File: config.mk
export PLATFORM = sky130hd
export DESIGN_NAME = rs485_tx_de
export DESIGN_NICKNAME = d
export VERILOG_FILES = /design/src/rtl/rs485_tx_pkg.sv /design/src/rtl/rs485_tick_counter.sv /design/src/rtl/rs485_tx_ctrl.sv /design/src/rtl/rs485_line_drive.sv /design/src/rtl/rs485_tx_de.sv
export SDC_FILE = /design/constraint.sdc
export NUM_CORES = 1
export LEC_CHECK = 0
export BUFFER_PORTS_ARGS = -buffer_cell sky130_fd_sc_hd__buf_4
export CAP_MARGIN = 30
export CORE_MARGIN = 3
export CORE_UTILIZATION = 43
export CTS_BUF_LIST = sky130_fd_sc_hd__clkbuf_8 sky130_fd_sc_hd__clkbuf_16
export CTS_CLUSTER_DIAMETER = 60
export DETAILED_ROUTE_END_ITERATION = 7
export GPL_ROUTABILITY_DRIVEN = 0
export PLACE_DENSITY = 0.72
export SLEW_MARGIN = 20
export SYNTH_ARGS = -nofsm -noshare
export SYNTH_HDL_FRONTEND = slang
export SYNTH_SLANG_ARGS = --single-unit
File: constraint.sdc
create_clock -name clk -period 2.8 [get_ports clk]
set_input_delay 0.14 -clock clk [delete_from_list [all_inputs] [get_ports clk]]
set_output_delay 0.14 -clock clk [all_outputs]
set_load 0.02 [all_outputs]
File: src/rtl/rs485_tx_pkg.sv
package rs485_tx_pkg;

    localparam int MAX_DATA  = 9;
    localparam int TIME_W    = 5;
    localparam int FRAME_W   = MAX_DATA + 2;
    localparam int IDX_W     = $clog2(FRAME_W);

    typedef enum logic [1:0] {
        ST_IDLE  = 2'd0,
        ST_LEAD  = 2'd1,
        ST_SHIFT = 2'd2,
        ST_LAG   = 2'd3
    } tx_state_e;

    typedef struct packed {
        logic [1:0]        len;
        logic              par_en;
        logic              par_odd;
        logic              os_narrow;
        logic              de_low;
        logic [TIME_W-1:0] lead;
        logic [TIME_W-1:0] lag;
    } tx_cfg_t;

    // Number of payload positions for a width code; code 3 falls back to 8.
    function automatic int payload_len(input logic [1:0] len);
        case (len)
            2'b01:   return 9;
            2'b10:   return 7;
            default: return 8;
        endcase
    endfunction

    // Frame position of the stop bit.
    function automatic logic [IDX_W-1:0] stop_index(input logic [1:0] len);
        return IDX_W'(payload_len(len) + 1);
    endfunction

    // Full frame, position 0 first on the line; unused upper positions are 1.
    function automatic logic [FRAME_W-1:0] build_frame(input logic [MAX_DATA-1:0] word,
                                                       input tx_cfg_t          c);
        logic [FRAME_W-1:0] fr;
        logic               par;
        int                 n;
        n   = payload_len(c.len);
        fr  = '1;
        fr[0] = 1'b0;
        par = c.par_odd;
        for (int i = 0; i < MAX_DATA; i++) begin
            if (i < n) begin
                if (c.par_en && (i == n - 1)) begin
                    fr[i+1] = par;
                end else begin
                    fr[i+1] = word[i];
                    par     = par ^ word[i];
                end
            end
        end
        return fr;
    endfunction

endpackage

File: src/rtl/rs485_tick_counter.sv
module rs485_tick_counter #(
    parameter int W = 5
) (
    input  logic         clk,
    input  logic         rst,
    input  logic         clr,
    input  logic         tick,
    input  logic [W-1:0] limit,
    output logic         hit
);

    logic [W-1:0] cnt;

    // Fires on the tick that completes 'limit' ticks since the last clear or wrap.
    assign hit = tick && !clr && (cnt == (limit - W'(1)));

    always_ff @(posedge clk) begin
        if (rst) begin
            cnt <= '0;
        end else if (clr) begin
            cnt <= '0;
        end else if (tick) begin
            cnt <= hit ? '0 : cnt + W'(1);
        end
    end

endmodule

File: src/rtl/rs485_tx_ctrl.sv
module rs485_tx_ctrl
    import rs485_tx_pkg::*;
#(
    parameter int OS_HI = 16,
    parameter int OS_LO = 8,
    parameter int SUB_W = 5
) (
    input  logic                clk,
    input  logic                rst,
    input  logic                in_valid,
    input  logic [MAX_DATA-1:0] in_data,
    input  tx_cfg_t             cfg_in,
    input  logic                bit_hit,
    input  logic                gap_hit,
    output logic                in_ready,
    output tx_state_e           state,
    output tx_cfg_t             cfg_q,
    output logic [FRAME_W-1:0]  frame_q,
    output logic [IDX_W-1:0]    bit_idx,
    output logic [SUB_W-1:0]    bit_limit,
    output logic [TIME_W-1:0]   gap_limit,
    output logic                bit_clr,
    output logic                gap_clr
);

    localparam logic [SUB_W-1:0] LIM_HI = SUB_W'(OS_HI);
    localparam logic [SUB_W-1:0] LIM_LO = SUB_W'(OS_LO);

    logic last_bit;
    logic frame_end;
    logic take;

    assign last_bit  = (bit_idx == stop_index(cfg_q.len));
    assign frame_end = (state == ST_SHIFT) && bit_hit && last_bit;
    assign in_ready  = (state == ST_IDLE) || frame_end;
    assign take      = in_valid && in_ready;

    assign bit_limit = cfg_q.os_narrow ? LIM_LO : LIM_HI;
    assign gap_limit = (state == ST_LEAD) ? cfg_q.lead : cfg_q.lag;
    assign bit_clr   = (state != ST_SHIFT);
    assign gap_clr   = !((state == ST_LEAD) || (state == ST_LAG));

    always_ff @(posedge clk) begin
        if (rst) begin
            state   <= ST_IDLE;
            cfg_q   <= '0;
            frame_q <= '1;
            bit_idx <= '0;
        end else begin
            unique case (state)
                ST_IDLE: begin
                    if (take) begin
                        cfg_q   <= cfg_in;
                        frame_q <= build_frame(in_data, cfg_in);
                        bit_idx <= '0;
                        state   <= (cfg_in.lead == '0) ? ST_SHIFT : ST_LEAD;
                    end
                end
                ST_LEAD: begin
                    if (gap_hit) state <= ST_SHIFT;
                end
                ST_SHIFT: begin
                    if (bit_hit) begin
                        if (!last_bit) begin
                            bit_idx <= bit_idx + IDX_W'(1);
                        end else if (take) begin
                            // follow-on word: keep the latched configuration
                            frame_q <= build_frame(in_data, cfg_q);
                            bit_idx <= '0;
                        end else begin
                            bit_idx <= '0;
                            state   <= (cfg_q.lag == '0) ? ST_IDLE : ST_LAG;
                        end
                    end
                end
                ST_LAG: begin
                    if (gap_hit) state <= ST_IDLE;
                end
                default: state <= ST_IDLE;
            endcase
        end
    end

endmodule

File: src/rtl/rs485_line_drive.sv
module rs485_line_drive
    import rs485_tx_pkg::*;
(
    input  tx_state_e          state,
    input  logic [FRAME_W-1:0] frame_q,
    input  logic [IDX_W-1:0]   bit_idx,
    input  logic               held_low,
    input  logic               live_low,
    output logic               tx,
    output logic               de,
    output logic               busy
);

    logic pol_low;

    assign busy    = (state != ST_IDLE);
    assign tx      = (state == ST_SHIFT) ? frame_q[bit_idx] : 1'b1;
    assign pol_low = busy ? held_low : live_low;
    assign de      = busy ^ pol_low;

endmodule

File: src/rtl/rs485_tx_de.sv
module rs485_tx_de
    import rs485_tx_pkg::*;
#(
    parameter int OS_HI = 16,
    parameter int OS_LO = 8
) (
    input  logic                clk,
    input  logic                rst,
    input  logic                tick,
    input  logic [1:0]          cfg_len,
    input  logic                cfg_par_en,
    input  logic                cfg_par_odd,
    input  logic                cfg_os_narrow,
    input  logic                cfg_de_low,
    input  logic [TIME_W-1:0]   cfg_lead,
    input  logic [TIME_W-1:0]   cfg_lag,
    input  logic                in_valid,
    input  logic [MAX_DATA-1:0] in_data,
    output logic                in_ready,
    output logic                tx,
    output logic                de,
    output logic                busy
);

    localparam int SUB_W = $clog2(OS_HI) + 1;

    tx_cfg_t            cfg_in;
    tx_cfg_t            cfg_q;
    tx_state_e          state;
    logic [FRAME_W-1:0] frame_q;
    logic [IDX_W-1:0]   bit_idx;
    logic [SUB_W-1:0]   bit_limit;
    logic [TIME_W-1:0]  gap_limit;
    logic               bit_clr;
    logic               gap_clr;
    logic               bit_hit;
    logic               gap_hit;

    assign cfg_in = '{len: cfg_len, par_en: cfg_par_en, par_odd: cfg_par_odd,
                      os_narrow: cfg_os_narrow, de_low: cfg_de_low,
                      lead: cfg_lead, lag: cfg_lag};

    rs485_tx_ctrl #(.OS_HI(OS_HI), .OS_LO(OS_LO), .SUB_W(SUB_W)) u_ctrl (
        .clk       (clk),
        .rst       (rst),
        .in_valid  (in_valid),
        .in_data   (in_data),
        .cfg_in    (cfg_in),
        .bit_hit   (bit_hit),
        .gap_hit   (gap_hit),
        .in_ready  (in_ready),
        .state     (state),
        .cfg_q     (cfg_q),
        .frame_q   (frame_q),
        .bit_idx   (bit_idx),
        .bit_limit (bit_limit),
        .gap_limit (gap_limit),
        .bit_clr   (bit_clr),
        .gap_clr   (gap_clr)
    );

    rs485_tick_counter #(.W(SUB_W)) u_bit_timer (
        .clk   (clk),
        .rst   (rst),
        .clr   (bit_clr),
        .tick  (tick),
        .limit (bit_limit),
        .hit   (bit_hit)
    );

    rs485_tick_counter #(.W(TIME_W)) u_gap_timer (
        .clk   (clk),
        .rst   (rst),
        .clr   (gap_clr),
        .tick  (tick),
        .limit (gap_limit),
        .hit   (gap_hit)
    );

    rs485_line_drive u_drive (
        .state    (state),
        .frame_q  (frame_q),
        .bit_idx  (bit_idx),
        .held_low (cfg_q.de_low),
        .live_low (cfg_de_low),
        .tx       (tx),
        .de       (de),
        .busy     (busy)
    );

endmodule

==> metrics.txt <==
top post-synthesis cells by count nand2_1, dfxtp_1, a21oi_1, nor2_1, xnor2_1; Primary FF master, synth dfxtp_1; Worst-Skew Late Latency about 0.3 ns; Setup crit end u_ctrl.frame_q[9]; mapped cell area 3120 sq um; HP Class in2reg; critical path's slowest cell xnor3_1; Max FO, Critical Path 7; Yosys warnings 0; crit path time final about 2.6 ns; Worst Max-Slew Pin Slew approximately 0.82 ns; Die X around 91 microns; syn nets 433; top-count cell post-synth nand2_1; delay-heaviest family, CP compound AO/OA/AOI/OAI gates; register area share after synthesis 0.269; Iter 0 DRT Violations approximately 170; FP Rows 30; EDFF count, synth 0; initial antenna violation count 0; Final setup viols 0; CP startpoint u_ctrl.cfg_q[14]; worst path required time about 3 ns; wire length per cell 14.4 microns; grt total ovfl 0; fill count ~700; worst r2r src u_ctrl.cfg_q[14]; RSZ-0062 raised after global routing no; largest cells by area after synthesis dfxtp_1, nand2_1, a21oi_1, ha_1, xnor2_1; relative slew slack 0.453; r2r setup slk between 0.15 and 0.2 ns; H-tree depth 2; DRT Pass-1 Iters 5; DP Wirelength 5590 microns; vias in the first global route approximately 2700; I/O Buffers 32; vias 2875; count of hold-fix buffers inserted at cts 0; GRT Total Usage 0.183; Via density about 5.6; clock buffer count from CTS 5; crit start category flop; DRC viols 0; initial core utilization 0.452; reg2reg end u_ctrl.frame_q[9]; Final Cycle Share 0.929; Critical Path Stages 9; max cap viols 0; top cell type's share of synthesized area 0.269; Worst Path Buf+Inv 1; Routed WL between 7000 and 8000 microns; Peak Freq approximately 380 MHz; Layout Skew around 0.0084 ns; Gate Count Post-Synth around 400; setup tns final 0 ns; # IOs 33; Pins Over Slew Limit 0; LEAKAGE 1.42 nW; Hold Vio Cnt, Final 0; clk buf depth 2; Setup Fix Bufs, Post-CTS 0; fraction of layout instances using a drive strength above 1 0.157; worst path cell trace inv_1 > ha_2 > nand2_1 > a221oi_1 > o22ai_2 > xnor3_1 > or2b_2 > a21oi_1 > o41ai_2; Antenna Cells 0; first-pass GRT wire length between 10000 and 15000 microns; dominant cell type by area after synthesis dfxtp_1; largest net degree at the start of global routing 37; Worst-path clk slew around 0.080 ns; P per Cell Area 558 nW/um^2; post-CTS resize count 0; share of synthesized registers carrying an async set or reset 0; hold slack a little over 0.08 ns; root buffer cell clkbuf_8; Antenna Nets Post-Route 0; status complete, no violations; Crit. End Element flop; crit path DAT ~2.8 ns; Nets 454; Core Area between 6000 and 7000 sq um; CP max stage delay ~0.43 ns; die area slightly above 8000 sq um; TritonCTS clock tree yes; maximum VDD drop 0.000324 V; synthesized area per cell approximately 8 sq um; Area Overhead vs Synth 12.7%; die height roughly 91 microns; Seq cells post-synth 42; Unique masters post-synth roughly 70; Crit Path Category reg2reg; Sink Count 42; R2R cell count 9
sequential cells by signal (all words and copies together) (netlist names):
name / cells
u_bit_timer.cnt: 5
u_ctrl.cfg_q: 16
u_ctrl.bit_idx: 4
u_ctrl.state: 2
u_gap_timer.cnt: 5
u_ctrl.frame_q: 10
cell type report:
class,instances,area [sq um],area share
Multi-Input combinational cell,311,2110,0.599
Sequential cell,42,841,0.239
Timing Repair Buffer,38,285,0.0811
Tap cell,96,120,0.0342
Clock buffer,5,68.8,0.0196
Inverter,15,56.3,0.0160
Clock inverter,3,37.5,0.0107
how the worst min path moves through the flow:
stage	startpoint	endpoint	slack [ns]	depth (start not counted)
6_report	cfg_os_narrow	u_ctrl.cfg_q[11]	0.08	3
5_1_grt	cfg_os_narrow	u_ctrl.cfg_q[11]	0.08	3
4_1_cts	cfg_os_narrow	u_ctrl.cfg_q[11]	0.08	3
3_5_place_dp	cfg_os_narrow	u_ctrl.cfg_q[11]	0.40	3
3_3_place_gp	cfg_lag[0]	u_ctrl.cfg_q[0]	0.39	3
2_1_floorplan	in_data[1]	u_ctrl.frame_q[2]	0.26	2
metrics by stage:
| step | total power [mW] | utilization | setup slack (ns) | instance area (sq um) | instances |
|---|---|---|---|---|---|
| after floorplan | 1.31 | - | 0.290 | 3120 | 392 |
| after global placement | 1.48 | 0.491 | 0.205 | 3390 | 502 |
| after detailed placement | 1.50 | 0.491 | 0.142 | 3390 | 502 |
| after CTS | 1.96 | 0.507 | 0.115 | 3500 | 510 |
| after global routing | 2.09 | 0.509 | 0.00577 | 3520 | 510 |
| final | 1.96 | 0.509 | 0.198 | 3520 | 510 |
layer usage:
metal  GRT usage  routed length, microns
met1       0.257                    3460
met2       0.289                    3320
met3      0.0249                     426
met4      0.0590                     148
met5           0                       0
kinds of logic after synthesis:
| kind of cell | synth area share |
|---|---|
| and+or+nand+nor | 0.255 |
| buffers and inverters | 0.0609 |
| muxes | 0.0441 |
| DFF | 0.269 |
| xor gates and xnor gates | 0.118 |
| AOI/OAI and AO/OA | 0.204 |
| adders and majority gates | 0.0481 |
cells in the final DEF (no fill, tap or decap), types with 3 or more instances in the layout:
| master | Yosys | routed |
|---|---|---|
| a211o_1 | 3 | 3 |
| a21oi_1 | 38 | 38 |
| a221oi_1 | 3 | 3 |
| a31oi_1 | 3 | 3 |
| buf_4 | 0 | 38 |
| clkbuf_8 | 0 | 5 |
| dfxtp_1 | 42 | 42 |
| ha_1 | 12 | 10 |
| inv_1 | 15 | 17 |
| mux2i_1 | 7 | 7 |
| nand2_1 | 64 | 64 |
| nand2b_1 | 8 | 8 |
| nand3_1 | 9 | 9 |
| nand3b_1 | 4 | 4 |
| nand4_1 | 11 | 11 |
| nand4b_1 | 3 | 3 |
| nor2_1 | 20 | 20 |
| nor2b_1 | 5 | 5 |
| nor3_1 | 10 | 10 |
| o2111ai_1 | 3 | 3 |
| o211ai_1 | 4 | 4 |
| o21ai_0 | 15 | 15 |
| o22ai_1 | 4 | 3 |
| xnor2_1 | 16 | 16 |
| xnor3_1 | 4 | 3 |
| xor2_1 | 14 | 14 |
report_power, final:
part	internal (mW)	switching, mW	total (mW)	leakage, nW
sequential	0.660	0.0488	0.709	0.344
combinational	0.350	0.439	0.789	1.01
clock	0.260	0.205	0.465	0.0607
worst reg2reg max path, delay by kind of cell (launching register included):
kind | cells | cell delay (ns)
AO/OA/AOI/OAI | 4 | 0.75
flip-flops | 1 | 0.38
AND/OR/NAND/NOR | 2 | 0.44
adder cells (fa/ha/maj) | 1 | 0.40
buffers and inverters | 1 | 0.08
XOR/XNOR | 1 | 0.43
Note: power is estimated with default switching activity, not from simulation.
